$ cat config.mk
export PLATFORM = sky130hd
export DESIGN_NAME = pwr_ts_capture
export DESIGN_NICKNAME = d
export VERILOG_FILES = /design/src/rtl/pwr_ts_pkg.sv /design/src/rtl/pwr_ts_sync.sv /design/src/rtl/pwr_ts_bank.sv /design/src/rtl/pwr_ts_regif.sv /design/src/rtl/pwr_ts_capture.sv
export SDC_FILE = /design/constraint.sdc
export NUM_CORES = 1
export LEC_CHECK = 0
export ABC_AREA = 1
export BUFFER_PORTS_ARGS = -buffer_cell sky130_fd_sc_hd__buf_4
export CAP_MARGIN = 20
export CORE_ASPECT_RATIO = 1.4
export CORE_MARGIN = 1
export CORE_UTILIZATION = 55
export DETAILED_ROUTE_END_ITERATION = 12
export GPL_TIMING_DRIVEN = 0
export PLACE_DENSITY = 0.85
export SYNTH_ARGS = -nofsm -noshare
export SYNTH_HDL_FRONTEND = slang
export SYNTH_HIERARCHICAL = 1
export SYNTH_SLANG_ARGS = --single-unit
$ cat constraint.sdc
create_clock -name clk -period 1.9 [get_ports clk]
set_input_delay 0.095 -clock clk [delete_from_list [all_inputs] [get_ports clk]]
set_output_delay 0.095 -clock clk [all_outputs]
set_load 0.005 [all_outputs]
$ cat src/rtl/pwr_ts_pkg.sv
package pwr_ts_pkg;
  localparam int unsigned BYTE_W  = 8;
  localparam int unsigned CLR_BIT = 0;

  typedef enum logic {
    SRC_MAIN = 1'b0,
    SRC_BATT = 1'b1
  } power_src_e;
endpackage

$ cat src/rtl/pwr_ts_sync.sv
module pwr_ts_sync
  import pwr_ts_pkg::*;
#(
  parameter int unsigned STAGES = 2
) (
  input  logic clk,
  input  logic rst,
  input  logic src_async,
  output logic to_bat_evt,
  output logic to_main_evt
);
  localparam int unsigned LAST = STAGES - 1;

  logic [STAGES-1:0] chain_q;
  logic              prev_q;

  generate
    for (genvar s = 0; s < STAGES; s++) begin : g_stage
      if (s == 0) begin : g_first
        always_ff @(posedge clk) begin
          if (rst) chain_q[0] <= SRC_MAIN;
          else     chain_q[0] <= src_async;
        end
      end else begin : g_next
        always_ff @(posedge clk) begin
          if (rst) chain_q[s] <= SRC_MAIN;
          else     chain_q[s] <= chain_q[s-1];
        end
      end
    end
  endgenerate

  always_ff @(posedge clk) begin
    if (rst) prev_q <= SRC_MAIN;
    else     prev_q <= chain_q[LAST];
  end

  assign to_bat_evt  = (chain_q[LAST] == SRC_BATT) && (prev_q == SRC_MAIN);
  assign to_main_evt = (chain_q[LAST] == SRC_MAIN) && (prev_q == SRC_BATT);
endmodule

$ cat src/rtl/pwr_ts_bank.sv
module pwr_ts_bank
  import pwr_ts_pkg::*;
#(
  parameter int unsigned BYTES      = 5,
  parameter bit          KEEP_FIRST = 1'b1
) (
  input  logic                    clk,
  input  logic                    rst,
  input  logic                    cap,
  input  logic [BYTES*BYTE_W-1:0] time_in,
  input  logic [BYTES-1:0]        byte_clr,
  input  logic                    all_clr,
  output logic [BYTES*BYTE_W-1:0] snap,
  output logic                    valid
);
  logic empty;
  logic do_cap;

  assign empty = (snap == '0);

  generate
    if (KEEP_FIRST) begin : g_first
      assign do_cap = cap && empty;
    end else begin : g_latest
      assign do_cap = cap;
    end
  endgenerate

  generate
    for (genvar b = 0; b < BYTES; b++) begin : g_byte
      always_ff @(posedge clk) begin
        if (rst)                          snap[b*BYTE_W +: BYTE_W] <= '0;
        else if (do_cap)                  snap[b*BYTE_W +: BYTE_W] <= time_in[b*BYTE_W +: BYTE_W];
        else if (all_clr || byte_clr[b])  snap[b*BYTE_W +: BYTE_W] <= '0;
      end
    end
  endgenerate

  assign valid = !empty;
endmodule

$ cat src/rtl/pwr_ts_regif.sv
module pwr_ts_regif
  import pwr_ts_pkg::*;
#(
  parameter int unsigned BYTES  = 5,
  parameter int unsigned ADDR_W = 4
) (
  input  logic                    clk,
  input  logic                    rst,
  input  logic                    wr_en,
  input  logic [ADDR_W-1:0]       wr_addr,
  input  logic [BYTE_W-1:0]       wr_data,
  input  logic [ADDR_W-1:0]       rd_addr,
  input  logic [BYTES*BYTE_W-1:0] bat_snap,
  input  logic [BYTES*BYTE_W-1:0] main_snap,
  output logic [BYTES-1:0]        bat_byte_clr,
  output logic [BYTES-1:0]        main_byte_clr,
  output logic                    bat_all_clr,
  output logic [BYTE_W-1:0]       rd_data
);
  localparam logic [ADDR_W-1:0] CTRL_ADDR = ADDR_W'(2 * BYTES);

  logic              zero_wr;
  logic [BYTE_W-1:0] rd_next;

  assign zero_wr = wr_en && (wr_data == '0);

  generate
    for (genvar b = 0; b < BYTES; b++) begin : g_clr
      assign bat_byte_clr[b]  = zero_wr && (wr_addr == ADDR_W'(b));
      assign main_byte_clr[b] = zero_wr && (wr_addr == ADDR_W'(BYTES + b));
    end
  endgenerate

  assign bat_all_clr = wr_en && (wr_addr == CTRL_ADDR) && wr_data[CLR_BIT];

  always_comb begin
    rd_next = '0;
    for (int b = 0; b < BYTES; b++) begin
      if (rd_addr == ADDR_W'(b))         rd_next = bat_snap[b*BYTE_W +: BYTE_W];
      if (rd_addr == ADDR_W'(BYTES + b)) rd_next = main_snap[b*BYTE_W +: BYTE_W];
    end
  end

  always_ff @(posedge clk) begin
    if (rst) rd_data <= '0;
    else     rd_data <= rd_next;
  end
endmodule

$ cat src/rtl/pwr_ts_capture.sv
module pwr_ts_capture
  import pwr_ts_pkg::*;
#(
  parameter int unsigned TS_BYTES    = 5,
  parameter int unsigned SYNC_STAGES = 2,
  parameter int unsigned ADDR_W      = 4,
  localparam int unsigned TS_W       = TS_BYTES * BYTE_W
) (
  input  logic              clk,
  input  logic              rst,
  input  logic              on_batt,
  input  logic [TS_W-1:0]   time_now,
  input  logic              wr_en,
  input  logic [ADDR_W-1:0] wr_addr,
  input  logic [BYTE_W-1:0] wr_data,
  input  logic [ADDR_W-1:0] rd_addr,
  output logic [BYTE_W-1:0] rd_data,
  output logic [TS_W-1:0]   bat_snap,
  output logic              bat_valid,
  output logic [TS_W-1:0]   main_snap,
  output logic              main_valid
);
  logic                to_bat_evt;
  logic                to_main_evt;
  logic [TS_BYTES-1:0] bat_byte_clr;
  logic [TS_BYTES-1:0] main_byte_clr;
  logic                bat_all_clr;

  pwr_ts_sync #(.STAGES(SYNC_STAGES)) sync_i (
    .clk        (clk),
    .rst        (rst),
    .src_async  (on_batt),
    .to_bat_evt (to_bat_evt),
    .to_main_evt(to_main_evt)
  );

  pwr_ts_regif #(.BYTES(TS_BYTES), .ADDR_W(ADDR_W)) regif_i (
    .clk          (clk),
    .rst          (rst),
    .wr_en        (wr_en),
    .wr_addr      (wr_addr),
    .wr_data      (wr_data),
    .rd_addr      (rd_addr),
    .bat_snap     (bat_snap),
    .main_snap    (main_snap),
    .bat_byte_clr (bat_byte_clr),
    .main_byte_clr(main_byte_clr),
    .bat_all_clr  (bat_all_clr),
    .rd_data      (rd_data)
  );

  pwr_ts_bank #(.BYTES(TS_BYTES), .KEEP_FIRST(1'b1)) bat_bank_i (
    .clk     (clk),
    .rst     (rst),
    .cap     (to_bat_evt),
    .time_in (time_now),
    .byte_clr(bat_byte_clr),
    .all_clr (bat_all_clr),
    .snap    (bat_snap),
    .valid   (bat_valid)
  );

  pwr_ts_bank #(.BYTES(TS_BYTES), .KEEP_FIRST(1'b0)) main_bank_i (
    .clk     (clk),
    .rst     (rst),
    .cap     (to_main_evt),
    .time_in (time_now),
    .byte_clr(main_byte_clr),
    .all_clr (1'b0),
    .snap    (main_snap),
    .valid   (main_valid)
  );
endmodule

==> impl_metrics.ini <==
[placed_design]
place_congestion = 0.923
dp_slack_ns = 0.302
io_buffer_count = 149
dpl.hpwl_um = 13000
place_area_mm2 = 0.00597

[pwr]
intPower_w = 0.00468
power_frac_comb_pct = 46.2
p_sw_w = 0.00315
p_seq_share_pct = 28.8
irDropWorstVdd_v = 0.00123
power.density_mw_per_mm2 = 1240
clkPwrFrac_pct = 24.9
total_power_w = 0.00783
p_leak_nw = 2.70
netSwitchingFraction_pct = 40.2

[clock_tree]
clockBufferDepth = 2
hold_buffers = 1
htreeDepth = 3
cts_setup_buffers = 0
clockRootBuffer = clkbuf_16
cts_buffers = 9
clk_pin_slew_ns = 0.07
clk_latency_ns = 0.35
cts_tree = yes
clkSinkCount = 91
cts_resized = 0

[grt]
grt_max_degree = 17
grt_pass1_wl_um = 27700
track_usage_pct = 40.7
overflow = 0
grt_pass1_vias = 5523
antenna_found_initial = 0

[critical_path]
path_cells = nor2_1 > nand4_2 > nor2_4 > buf_6 > nand2_1 > buf_4
worst_ep_required_time_ns = 1.80
max_stage_delay_ns = 0.36
slowest_stage = dfxtp_1
critPathArrivalTime_ns = 1.72
cp-start-kind = register
cp_top_family = simple AND/OR/NAND/NOR gates
critical_path_buf_inv_count = 2
worstSetupPathType = register to primary output
crit_fanout = 10
crit_path_end_kind = primary output

[die]
initial_core_util_pct = 57.3
rows = 39
die_w_um = 80.3
core_area_mm2 = 0.00825
die-area_mm2 = 0.00897
io_pins = 150
die_h_um = 112

[detailed_routing]
dr.pass1.iters = 6
drc_errors = 0
num_vias = 5773
post_drt_wl_per_cell_um = 19.1
drt_iter0_markers = 588
wl_um = 17800
routed_via_density = 6.19
ant_nets = 0

[sta]
setup_violations = 0
slew_violations = 0
fin_crit_sh_pct = 95.3
fin_ws_ns = 0.0896
max_freq_mhz = 552
hold_viol_final = 0
fin_skew_ns = 0.00845
min_period_ns = 1.81
rsz0062_at_grt = false
slew_headroom_pct = 50.9
worst_pin_slew_ns = 0.734
tns_ns = 0

[logic_synthesis]
synth_mux_area_share_pct = 0
synth_simple_gate_area_share_pct = 40.8
postSynthCellCount = 665
ys_types = 28
synth_compound_area_share_pct = 10.6
synth_xor_area_share_pct = 0
yosysWarnings = 6
synth_nets = 725
synth.cell_area_mm2 = 0.00473
yosysSeqAreaShare_pct = 38.5
synthAdderAreaFrac_pct = 0
avgSynthCellArea_um2 = 7.11
yosys_register_bits = 91
synth_top_family_by_area = simple AND/OR/NAND/NOR gates

[hold_path]
hold_class = input pin to register

[flow_run]
cap_violations = 0

[layout]
final_common_cell = buf_4
fillers = 654
final_cell_mix = buf_4, nand3_1, nand2_1
drive_gt1_share_pct = 27.0
syn_to_final_growth_pct = 33.5
final_nets = 886
design_area_mm2 = 0.00631
antenna_cells = 0
multi_input_area_mm2 = 0.00243
seq_area_mm2 = 0.00182

[run_status]
status = finished, final reports clean
synthesized netlist by cell type:
library cell    n  area (um2)
nand4_2         2        25.0
conb_1          1        3.75
nand2_1       107         402
o21ai_0        10        50.1
nor4_1          2        12.5
nand2_2         2        12.5
nor2_8          2        40.0
nand4_1        51         319
clkbuf_2        1        5.00
buf_4           4        30.0
nand2_4         1        11.3
nor3_4          1        16.3
nand3_4         1        17.5
a21oi_1        83         415
nand3_1       127         636
nand4_4         1        21.3
nor2_2          3        18.8
o21bai_1        4        30.0
inv_2           9        33.8
dfxtp_1        91        1820
inv_1          31         116
nor2_4          5        56.3
buf_2           8        40.0
or2_0           1        6.26
clkbuf_1        8        30.0
o31ai_1         1        7.51
nor2_1         89         334
buf_6          19         214
worst paths after layout:
check / from / cells after the start / endpoint / slack (ns)
worst min-delay path: time_now[5] / 3 / main_bank_i/snap[5] / 0.02
worst min register to register: sync_i/chain_q[0] / 2 / sync_i/chain_q[1] / 0.42
worst max register to register: bat_bank_i/snap[19] / 7 / bat_bank_i/snap[18] / 0.26
worst max-delay path: bat_bank_i/snap[29] / 6 / bat_valid / 0.09
metal layers:
| metal | up-vias | global-route usage (%) | part of all wire (%) |
|---|---|---|---|
| met1 | 2639 | 45.8 | 35 |
| met4 | 0 | 28.7 | 6.6 |
| met5 | - | 0 | 0 |
| met3 | 99 | 8.69 | 8.8 |
| li1 | 2610 | - | - |
| met2 | 425 | 66.6 | 49 |
state kept, by name (all words and copies together) (netlist names):
| register | flops |
|---|---|
| main_bank_i/snap | 40 |
| sync_i/chain_q | 2 |
| sync_i/prev_q | 1 |
| bat_bank_i/snap | 40 |
| regif_i/rd_data | 8 |
power by group through the flow:
| stage | combinational, W | sequential (W) | clock (W) |
|---|---|---|---|
| 6_report | 0.00362 | 0.00226 | 0.00195 |
| 3_3_place_gp | 0.00341 | 0.00229 | 0 |
| 2_1_floorplan | 0.00239 | 0.00224 | 0 |
| 4_1_cts | 0.00354 | 0.00225 | 0.00196 |
| 3_5_place_dp | 0.00347 | 0.00229 | 0 |
| 5_1_grt | 0.00381 | 0.00227 | 0.00201 |
kinds of logic (layout without fill, tap and decap cells):
logic type / Yosys count / count (layout)
other: 1 / 1
flip-flops: 91 / 91
AND/OR/NAND/NOR: 395 / 395
buffers and inverters: 80 / 246
AO/OA/AOI/OAI: 98 / 98
worst register-to-register path, cell delays in order (launching register included):
cell and delay (ns):
dfxtp_1 0.37, nor2_1 0.24, nand4_4 0.16, nor2_8 0.24, nand3_4 0.14, buf_6 0.17
nand3_1 0.09, a21oi_1 0.09
layout make-up:
class                   count  area share [%]
plain buffers              40            5.06
clock buffers               9            3.57
clock inverters             7            1.59
inverters                  40            2.38
multi-input cells         494            38.6
flip-flops and latches     91            28.9
well taps                 102            2.02
repair buffers            150            17.9
metrics by stage:
| stage | utilization [%] | cells | hold WS [ns] |
|---|---|---|---|
| 3_5_place_dp | 72.4 | 916 | 0.304 |
| 2_1_floorplan | - | 665 | 0.166 |
| 3_3_place_gp | 72.4 | 916 | 0.309 |
| 5_1_grt | 76.5 | 933 | 0.0248 |
| 4_1_cts | 76.5 | 933 | 0.00871 |
| 6_report | 76.5 | 933 | 0.0164 |
Power figures use the tool's default switching activity.
